**config.mk**
```make
export PLATFORM = sky130hd
export DESIGN_NAME = charge_acct
export DESIGN_NICKNAME = d
export VERILOG_FILES = /design/src/rtl/chg_acct_pkg.sv /design/src/rtl/chg_acct_arb.sv /design/src/rtl/chg_acct_cnt.sv /design/src/rtl/chg_acct_learn.sv /design/src/rtl/charge_acct.sv
export SDC_FILE = /design/constraint.sdc
export NUM_CORES = 1
export LEC_CHECK = 0
export ABC_AREA = 1
export BUFFER_PORTS_ARGS = -buffer_cell sky130_fd_sc_hd__clkbuf_2
export CORE_MARGIN = 2
export CORE_UTILIZATION = 30
export DETAILED_ROUTE_END_ITERATION = 16
export MAX_ROUTING_LAYER = met4
export PLACE_DENSITY = 0.51
export RECOVER_POWER = 25
export SLEW_MARGIN = 15
export SYNTH_ARGS = -nofsm -noshare
export SYNTH_HDL_FRONTEND = slang
export SYNTH_HIERARCHICAL = 1
export SYNTH_SLANG_ARGS = --single-unit
```
**constraint.sdc**
```tcl
create_clock -name clk -period 3.28 [get_ports clk]
set_input_delay 0.328 -clock clk [delete_from_list [all_inputs] [get_ports clk]]
set_output_delay 0.328 -clock clk [all_outputs]
set_load 0.02 [all_outputs]
```
**src/rtl/chg_acct_pkg.sv**
```systemverilog
package chg_acct_pkg;

  // host write target codes
  typedef enum logic [1:0] {
    HSEL_AVAIL = 2'd0,
    HSEL_CAP   = 2'd1
  } host_sel_e;

  // saturating increment, widths handled by the caller's cast
  function automatic int unsigned sat_inc(input int unsigned v, input int unsigned top);
    return (v >= top) ? top : v + 1;
  endfunction

endpackage

```
**src/rtl/chg_acct_arb.sv**
```systemverilog
module chg_acct_arb #(
  parameter int VCHG_CNT = 256
) (
  input  logic clk,
  input  logic init,
  input  logic chg_stb,
  input  logic dsg_stb,
  input  logic sdsg_stb,
  output logic ev_chg,
  output logic ev_dsg,
  output logic ev_sd,
  output logic vchg
);
  localparam int RW = $clog2(VCHG_CNT + 2);

  logic [RW-1:0] run_q;

  // one event per cycle: discharge, then charge, then self-discharge
  assign ev_dsg = dsg_stb;
  assign ev_chg = chg_stb & ~dsg_stb;
  assign ev_sd  = sdsg_stb & ~dsg_stb & ~chg_stb;

  // the event that takes the run past the threshold is the valid charge
  assign vchg = ev_chg && (run_q == RW'(VCHG_CNT));

  always_ff @(posedge clk) begin
    if (init)                                    run_q <= '0;
    else if (ev_dsg)                             run_q <= '0;
    else if (ev_chg && run_q <= RW'(VCHG_CNT))   run_q <= run_q + RW'(1);
  end
endmodule

```
**src/rtl/chg_acct_cnt.sv**
```systemverilog
module chg_acct_cnt
  import chg_acct_pkg::*;
#(
  parameter int CW       = 16,
  parameter int SDW      = 13,
  parameter int SD_LIMIT = 4096,
  parameter int FCW      = 8,
  parameter int FULL_DIV = 16
) (
  input  logic           clk,
  input  logic           init,
  input  logic           preload,
  input  logic [CW-1:0]  pfc_val,
  input  logic           ev_chg,
  input  logic           ev_dsg,
  input  logic           ev_sd,
  input  logic           vchg,
  input  logic           edv_q,
  input  logic [CW-1:0]  cap_q,
  input  logic           wr_avail,
  input  logic [CW-1:0]  wdata,
  output logic [CW-1:0]  avail_q,
  output logic [CW-1:0]  dcount_q,
  output logic [SDW-1:0] sd_cnt_q,
  output logic [FCW-1:0] full_cnt_q,
  output logic           sd_over,
  output logic           full_evt,
  output logic           at_full
);
  localparam int PW      = (FULL_DIV > 1) ? $clog2(FULL_DIV) : 1;
  localparam int DC_TOP  = (1 << CW) - 1;
  localparam int SD_TOP  = (1 << SDW) - 1;
  localparam int FC_TOP  = (1 << FCW) - 1;

  logic [CW-1:0]  avail_n, dc_base, dcount_n;
  logic [SDW-1:0] sd_base, sd_n;
  logic [PW-1:0]  presc_q;
  logic           armed_q, dc_inc, empty_clr;

  assign at_full   = (avail_q == cap_q);
  assign empty_clr = vchg && edv_q;

  always_comb begin
    avail_n = avail_q;
    if (wr_avail)                                   avail_n = wdata;
    else if (empty_clr)                             avail_n = '0;
    else if (ev_chg && avail_q < cap_q)             avail_n = avail_q + CW'(1);
    else if ((ev_dsg || ev_sd) && avail_q != '0)    avail_n = avail_q - CW'(1);
  end

  assign full_evt = ev_chg && armed_q && !wr_avail && !empty_clr &&
                    (avail_q < cap_q) && (avail_q + CW'(1) == cap_q);

  // drawn-charge and self-discharge counts restart from the full state
  assign dc_base  = at_full ? '0 : dcount_q;
  assign dc_inc   = ev_dsg || (ev_sd && avail_q != '0);
  assign dcount_n = dc_inc ? CW'(sat_inc(32'(dc_base), DC_TOP)) : dc_base;

  assign sd_base  = at_full ? '0 : sd_cnt_q;
  assign sd_n     = ev_sd ? SDW'(sat_inc(32'(sd_base), SD_TOP)) : sd_base;
  assign sd_over  = ev_sd && (32'(sd_n) >= SD_LIMIT);

  always_ff @(posedge clk) begin
    if (init) begin
      avail_q    <= preload ? pfc_val : '0;
      dcount_q   <= '0;
      sd_cnt_q   <= '0;
      armed_q    <= 1'b1;
      presc_q    <= '0;
      full_cnt_q <= '0;
    end else begin
      avail_q  <= avail_n;
      dcount_q <= dcount_n;
      sd_cnt_q <= sd_n;
      if (ev_dsg)        armed_q <= 1'b1;
      else if (full_evt) armed_q <= 1'b0;
      if (full_evt) begin
        if (presc_q == PW'(FULL_DIV - 1)) begin
          presc_q    <= '0;
          full_cnt_q <= FCW'(sat_inc(32'(full_cnt_q), FC_TOP));
        end else begin
          presc_q <= presc_q + PW'(1);
        end
      end
    end
  end
endmodule

```
**src/rtl/chg_acct_learn.sv**
```systemverilog
module chg_acct_learn
  import chg_acct_pkg::*;
#(
  parameter int CW          = 16,
  parameter int CPIW        = 8,
  parameter int CI_LIMIT    = 64,
  parameter int TEMPW       = 4,
  parameter int FREEZE_CODE = 4
) (
  input  logic             clk,
  input  logic             init,
  input  logic [CW-1:0]    pfc_val,
  input  logic             ev_chg,
  input  logic             ev_dsg,
  input  logic             vchg,
  input  logic             at_full,
  input  logic             sd_over,
  input  logic             empty_v,
  input  logic [TEMPW-1:0] temp_step,
  input  logic [CW-1:0]    dcount_q,
  input  logic             wr_cap,
  input  logic [CW-1:0]    wdata,
  output logic [CW-1:0]    cap_q,
  output logic [CPIW-1:0]  cpi_q,
  output logic             ci_q,
  output logic             vdq_q,
  output logic             brp_q,
  output logic             edv_q,
  output logic             learn,
  output logic             empty_evt
);
  localparam int CPI_TOP = (1 << CPIW) - 1;

  logic cold_empty, vdq_kill;

  assign empty_evt  = empty_v && !edv_q;
  assign cold_empty = empty_evt && (temp_step < TEMPW'(FREEZE_CODE));
  // qualification collapses into the valid-discharge flag
  assign learn      = ev_chg && edv_q && vdq_q;
  assign vdq_kill   = learn || vchg || sd_over || cold_empty;

  always_ff @(posedge clk) begin
    if (init) begin
      cap_q <= pfc_val;
      cpi_q <= '0;
      ci_q  <= 1'b1;
      vdq_q <= 1'b0;
      brp_q <= 1'b1;
      edv_q <= 1'b0;
    end else begin
      if (wr_cap)     cap_q <= wdata;
      else if (learn) cap_q <= dcount_q;

      if (learn)     cpi_q <= '0;
      else if (vchg) cpi_q <= CPIW'(sat_inc(32'(cpi_q), CPI_TOP));

      if (learn)                                         ci_q <= 1'b0;
      else if (vchg && cpi_q >= CPIW'(CI_LIMIT - 1))     ci_q <= 1'b1;

      if (vdq_kill)                vdq_q <= 1'b0;
      else if (ev_dsg && at_full)  vdq_q <= 1'b1;

      if (at_full || empty_evt) brp_q <= 1'b0;

      edv_q <= empty_v || (edv_q && !vchg);
    end
  end
endmodule

```
**src/rtl/charge_acct.sv**
```systemverilog
module charge_acct
  import chg_acct_pkg::*;
#(
  parameter int CW          = 16,
  parameter int SDW         = 13,
  parameter int CPIW        = 8,
  parameter int FCW         = 8,
  parameter int TEMPW       = 4,
  parameter int VCHG_CNT    = 256,
  parameter int SD_LIMIT    = 4096,
  parameter int CI_LIMIT    = 64,
  parameter int FULL_DIV    = 16,
  parameter int FREEZE_CODE = 4
) (
  input  logic             clk,
  input  logic             rst_n,
  input  logic             reset_req,
  input  logic             preload_n,
  input  logic [CW-1:0]    pfc_val,
  input  logic             chg_stb,
  input  logic             dsg_stb,
  input  logic             sdsg_stb,
  input  logic             empty_v,
  input  logic [TEMPW-1:0] temp_step,
  input  logic             host_we,
  input  logic [1:0]       host_sel,
  input  logic [CW-1:0]    host_wdata,
  output logic [CW-1:0]    avail_q,
  output logic [CW-1:0]    dcount_q,
  output logic [CW-1:0]    cap_q,
  output logic [SDW-1:0]   sd_cnt_q,
  output logic [CPIW-1:0]  cpi_q,
  output logic [FCW-1:0]   full_cnt_q,
  output logic             vdq_q,
  output logic             ci_q,
  output logic             brp_q,
  output logic             edv_q
);
  // named internal events, visible to the bound checker
  logic init, wr_avail, wr_cap;
  logic ev_chg, ev_dsg, ev_sd, vchg;
  logic sd_over, full_evt, at_full, learn, empty_evt;

  assign init     = !rst_n || reset_req;
  assign wr_avail = host_we && (host_sel == HSEL_AVAIL);
  assign wr_cap   = host_we && (host_sel == HSEL_CAP);

  chg_acct_arb #(.VCHG_CNT(VCHG_CNT)) u_arb (
    .clk(clk), .init(init),
    .chg_stb(chg_stb), .dsg_stb(dsg_stb), .sdsg_stb(sdsg_stb),
    .ev_chg(ev_chg), .ev_dsg(ev_dsg), .ev_sd(ev_sd), .vchg(vchg)
  );

  chg_acct_cnt #(
    .CW(CW), .SDW(SDW), .SD_LIMIT(SD_LIMIT), .FCW(FCW), .FULL_DIV(FULL_DIV)
  ) u_cnt (
    .clk(clk), .init(init), .preload(!preload_n), .pfc_val(pfc_val),
    .ev_chg(ev_chg), .ev_dsg(ev_dsg), .ev_sd(ev_sd), .vchg(vchg),
    .edv_q(edv_q), .cap_q(cap_q), .wr_avail(wr_avail), .wdata(host_wdata),
    .avail_q(avail_q), .dcount_q(dcount_q), .sd_cnt_q(sd_cnt_q),
    .full_cnt_q(full_cnt_q), .sd_over(sd_over), .full_evt(full_evt),
    .at_full(at_full)
  );

  chg_acct_learn #(
    .CW(CW), .CPIW(CPIW), .CI_LIMIT(CI_LIMIT), .TEMPW(TEMPW),
    .FREEZE_CODE(FREEZE_CODE)
  ) u_learn (
    .clk(clk), .init(init), .pfc_val(pfc_val),
    .ev_chg(ev_chg), .ev_dsg(ev_dsg), .vchg(vchg), .at_full(at_full),
    .sd_over(sd_over), .empty_v(empty_v), .temp_step(temp_step),
    .dcount_q(dcount_q), .wr_cap(wr_cap), .wdata(host_wdata),
    .cap_q(cap_q), .cpi_q(cpi_q), .ci_q(ci_q), .vdq_q(vdq_q),
    .brp_q(brp_q), .edv_q(edv_q), .learn(learn), .empty_evt(empty_evt)
  );
endmodule

```
---- After elaboration in Yosys (flattened, before gate mapping) ----
Index checks and enable logic that the tools add are counted.
storage, ports and cells
  flip-flop bits (word level) ............. 95
  logic and storage cells ................. 103
cells by class
  add/sub/neg operators ................... 8
  magnitude comparators ................... 9
  equality and inequality tests ........... 5
  mux-type cells .......................... 20
  bitwise gates (word level) .............. 5
  reduce and logical (&&, ||, !) cells .... 43
operators with widths
  kind                     count
  $mux W16                 12
  $mux W13                 3
  $add A16 B1 Y16 const B  2
  $eq A16 B16 Y1           2
  $ge A13 B13 Y1 const B   2
  $logic_and A1 B1 Y1      21
  $add A8 B1 Y8 const B    2
  $ge A16 B16 Y1 const B   1
  $ge A8 B8 Y1 const B     2
  $lt A16 B16 Y1           1
  $mux W8                  2
  $reduce_bool A16 Y1      1
  $sub A16 B1 Y16 const B  1
  $add A13 B1 Y13 const B  1
  $add A9 B1 Y9 const B    1
  $eq A9 B9 Y1 const B     1
  $le A9 B9 Y1 const B     1
  $ge A8 B6 Y1 const B     1
  $logic_or A1 B1 Y1       8
  $reduce_or A2 Y1         3
  $logic_not A1 Y1         5
  $reduce_bool A5 Y1       1
  $add A4 B1 Y4 const B    1
  $eq A4 B4 Y1 const B     1
  10 further kinds         14

---- Longest topological paths before layout ----
  depth in word-level cells ............... 10
  mapped depth ............................ 18

---- Cells and area by module ----
The synthesis kept the hierarchy.
by module, submodules not included
  module          times used  cells each  area an instance (um^2)  sequential area each (um^2)
  chg_acct_cnt    1           837         5007.3                   1321.3
  chg_acct_learn  1           173         1408.9                   720.7
  chg_acct_arb    1           88          560.5                    180.2
  charge_acct     1           8           30.0                     0.0

---- Least setup slack after synthesis ----
Ideal clock, no wire load.
  path type ............................... register -> register
  start ................................... register u_cnt.avail_q[0]
  end ..................................... register u_cnt.dcount_q[10]
  arrival time ............................ 2.732 ns
  data required time ...................... 3.152 ns
  slack ................................... 0.421 ns
  stages on the path, launching flop included .. 19
  path buffers ............................ 2
  clock period less this slack ............ 2.859 ns
  path through ............................ edfxtp_1 inv_1 ha_1 nand2_1 nor2_1 nand2_1 nor2_1 buf_2 buf_2 nor2_1 ha_1 nand3_1 nor2_2 nand3_2 nor2_1 nand2_1 nand2_1 nor2_1 nor2_1
on the way
  cells in the longest elaborated chain, start to end .. 5
  elaborated cells between the ends (all ways) .. 9
  those cells by class .................... add/sub: 1; order compare: 1; eq/ne: 1; mux: 3; reduce/logical: 3
ends and longest elaborated chain
  item                                               RTL line            text
  from (decl)                                        chg_acct_cnt.sv:22  output logic [CW-1:0] avail_q,
  from (signal assigned)                             chg_acct_cnt.sv:65  avail_q <= preload ? pfc_val : '0;
  from (signal assigned)                             chg_acct_cnt.sv:72  avail_q <= avail_n;
  $eq A16 B16 Y1 (*)                                 chg_acct_cnt.sv:40  assign at_full = (avail_q == cap_q);
  named net at_full                                  charge_acct.sv:42   logic sd_over, full_evt, at_full, learn, empty_evt;
  $mux W16 (*)                                       chg_acct_cnt.sv:55  assign dc_base = at_full ? '0 : dcount_q;
  $add A16 B1 Y16 or $ge A16 B16 Y1 (tied branches)  chg_acct_pkg.sv:11  return (v >= top) ? top : v + 1;
  $mux W16                                           chg_acct_pkg.sv:11
  $mux W16 (*)                                       chg_acct_cnt.sv:57  assign dcount_n = dc_inc ? CW'(sat_inc(32'(dc_base), DC_TOP)) : dc_base;
  to (signal assigned)                               chg_acct_cnt.sv:73  dcount_q <= dcount_n;
  to (decl)                                          chg_acct_cnt.sv:23  output logic [CW-1:0] dcount_q,
The timed path passes the listed nets; every way through them passes the cells marked *.
A chain may end at the register's enable or synchronous reset.

---- Worst setup path in the final report ----
  start ................................... register u_cnt.avail_q[9]
  end ..................................... register u_cnt.sd_cnt_q[7]
on the way
  cells in the longest elaborated chain, start to end .. 5
  elaborated cells between the ends (all ways) .. 6
  those cells by class .................... add/sub: 1; order compare: 1; eq/ne: 1; mux: 3
ends and longest elaborated chain
  item                                               RTL line            text
  $eq A16 B16 Y1 (*)                                 chg_acct_cnt.sv:40
  named net at_full                                  charge_acct.sv:42
  $mux W13 (*)                                       chg_acct_cnt.sv:59  assign sd_base = at_full ? '0 : sd_cnt_q;
  $add A13 B1 Y13 or $ge A13 B13 Y1 (tied branches)  chg_acct_pkg.sv:11
  $mux W13                                           chg_acct_pkg.sv:11
  $mux W13 (*)                                       chg_acct_cnt.sv:60  assign sd_n = ev_sd ? SDW'(sat_inc(32'(sd_base), SD_TOP)) : sd_base;
  to (signal assigned)                               chg_acct_cnt.sv:74  sd_cnt_q <= sd_n;
  to (decl)                                          chg_acct_cnt.sv:24  output logic [SDW-1:0] sd_cnt_q,
Marked as above.

==> results.sh <==
export IMPL_p_per_area_nw_per_um2=375
export IMPL_syn_inst=1104
export IMPL_grt_pass1_vias=6887
export IMPL_hold_path_class="input port to flop"
export IMPL_post_route_drc_count=0
export IMPL_drt_iter0_drc=433
export IMPL_grt_pass1_wl_um=36000
export IMPL_cts_buffers=9
export IMPL_arrival_ns=3.05
export IMPL_post_route_min_period_ns=2.82
export IMPL_dr_pass1_iters=7
export IMPL_status="completed"
export IMPL_placementRows=55
export IMPL_dp_hpwl_um=18200
export IMPL_holdBufCountCts=0
export IMPL_ir_drop_v=0.000192
export IMPL_numClockSinks=95
export IMPL_layout_cells_non_filler=1552
export IMPL_startpoint_type="flop"
export IMPL_tritoncts="done"
export IMPL_maxCapViolCount=0
export IMPL_clkTransAtPathRegs_ns=0.07
export IMPL_leakage_uw=0.00364
export IMPL_fin_skew_ns=0.00880
export IMPL_crit_type="flop to flop"
export IMPL_grt_usage=0.192
export IMPL_period_share=0.860
export IMPL_clock_latency_ns=0.36
export IMPL_root_buffer="clkbuf_16"
export IMPL_cts_repair_resized=0
export IMPL_fin_area_sq_um=8250
export IMPL_ys_warn_count=6
export IMPL_grt_setup_unrepaired="false"
export IMPL_wl_per_cell_um=14.7
export IMPL_crit_fanout=20
export IMPL_relSlewSlack=0.369
export IMPL_clk_path_buf_depth=2
export IMPL_die_area_sq_um=24600
export IMPL_setup_violations=0
export IMPL_place_gp_congestion=0.882
export IMPL_syn_nets=1176
export IMPL_finalSetupTns_ns=0
export IMPL_tightest_slew_ns=0.938
export IMPL_antenna_left=0
export IMPL_areaGrowthSynthToFinish_pct=17.9
export IMPL_die_x_um=157
export IMPL_coreArea_sq_um=22800
export IMPL_cts_setup_buffers=0
export IMPL_place_inst=1536
export IMPL_grt_remaining_overflow=0
export IMPL_crit_required_ns=3.50
export IMPL_pin_count=128
export IMPL_grt_start_max_net_pins=43
export IMPL_io_buffer_count=125
export IMPL_final_nets=1306
export IMPL_wl_um=22800
export IMPL_placed_cell_area_sq_um=8020
export IMPL_drive_above_1_share=0.131
export IMPL_insertedDiodeCount=0
export IMPL_syn_area_sq_um=7000
export IMPL_htree_num_levels=3
export IMPL_end_kind="flop"
export IMPL_initial_core_util=0.307
export IMPL_vias=7425
export IMPL_hold_viol_final=0
export IMPL_power_total_uw=3090
export IMPL_synth_avg_cell_area_sq_um=6.34
export IMPL_die_y_um=157
export IMPL_fmax_mhz=354
export IMPL_antenna_found_initial=0
export IMPL_vias_per_cell=4.78
export IMPL_finalMaxSlewViolations=0
registers in the layout, indices dropped and copies added (netlist names):
signal	cells
u_arb/run_q	9
u_cnt/armed_q	1
u_cnt/avail_q	16
u_cnt/dcount_q	16
u_cnt/full_cnt_q	8
u_cnt/presc_q	4
u_cnt/sd_cnt_q	13
u_learn/brp_q	1
u_learn/cap_q	16
u_learn/ci_q	1
u_learn/cpi_q	8
u_learn/edv_q	1
u_learn/vdq_q	1
power by group:
part,switching [uW],total (uW),internal [uW]
sequential,74.4,1360,1280
clock,468,1000,536
combinational,487,733,246
total,1030,3090,2060
stage by stage:
step | util | worst slack (ns) | hold slack [ns]
after floorplan | - | 0.421 | 0.428
after global placement | 0.352 | 0.502 | 0.446
after detailed placement | 0.352 | 0.470 | 0.453
after CTS | 0.364 | 0.453 | 0.231
after global routing | 0.362 | 0.179 | 0.255
final | 0.362 | 0.458 | 0.243
final cells by class:
cell class                      count  area (sq um)
Clock buffer                       11           243
Clock inverter                      5          32.5
Fill cell                        2553         14500
Inverter                          144           541
Multi-Input combinational cell    837          4080
Sequential cell                    95          2220
Tap cell                          313           392
Timing Repair Buffer              147           746
path summary, 6_finish.rpt:
kind,slack (ns),cells after the start,endpoint,from
max,0.46,12,u_cnt/sd_cnt_q[7],u_cnt/avail_q[9]
min,0.24,3,u_learn/edv_q,empty_v
max reg2reg,0.46,12,u_cnt/sd_cnt_q[7],u_cnt/avail_q[9]
min reg2reg,0.47,2,u_cnt/armed_q,u_cnt/armed_q
per-layer routing:
layer | track usage | part of all wire | vias up | routed length, um
met5 | - | 0 | - | 0
met4 | 0.0861 | 0.035 | 0 | 788
met3 | 0.0219 | 0.045 | 42 | 1030
met2 | 0.302 | 0.45 | 178 | 10300
met1 | 0.249 | 0.47 | 3359 | 10600
li1 | - | - | 3846 | -
critical path, cell delays in order (launching register included):
cell and delay [ns]:
edfxtp_1 0.53, ha_1 0.36, nand2_1 0.08, nor2_1 0.07, nand2_1 0.10, nor2_2 0.08
buf_4 0.21, nor3_1 0.32, nand3_1 0.17, nor2_1 0.35, nand2_1 0.16, o21ai_0 0.18
a21oi_1 0.08
cell usage in the layout (no fill, tap or decap), types with 2 or more instances in the layout:
cell type,instances
inv_2,5
edfxtp_1,32
clkbuf_2,89
clkinv_1,3
nor2_1,155
nand3b_1,5
a31oi_1,3
nand2_4,2
clkbuf_1,37
nand4_1,25
buf_4,22
nand3_2,5
nor2_2,11
xor2_1,13
xnor2_1,9
ha_1,25
clkinv_2,2
nand2_1,306
o21bai_1,4
clkbuf_16,9
or2_2,3
o21ai_0,24
nor3_1,21
nor4_1,3
inv_1,136
nand3_1,117
o211ai_1,7
nor3_2,2
a21oi_1,82
nand2_2,4
dfxtp_1,63
No activity file was read; power rests on OpenSTA's default activity.
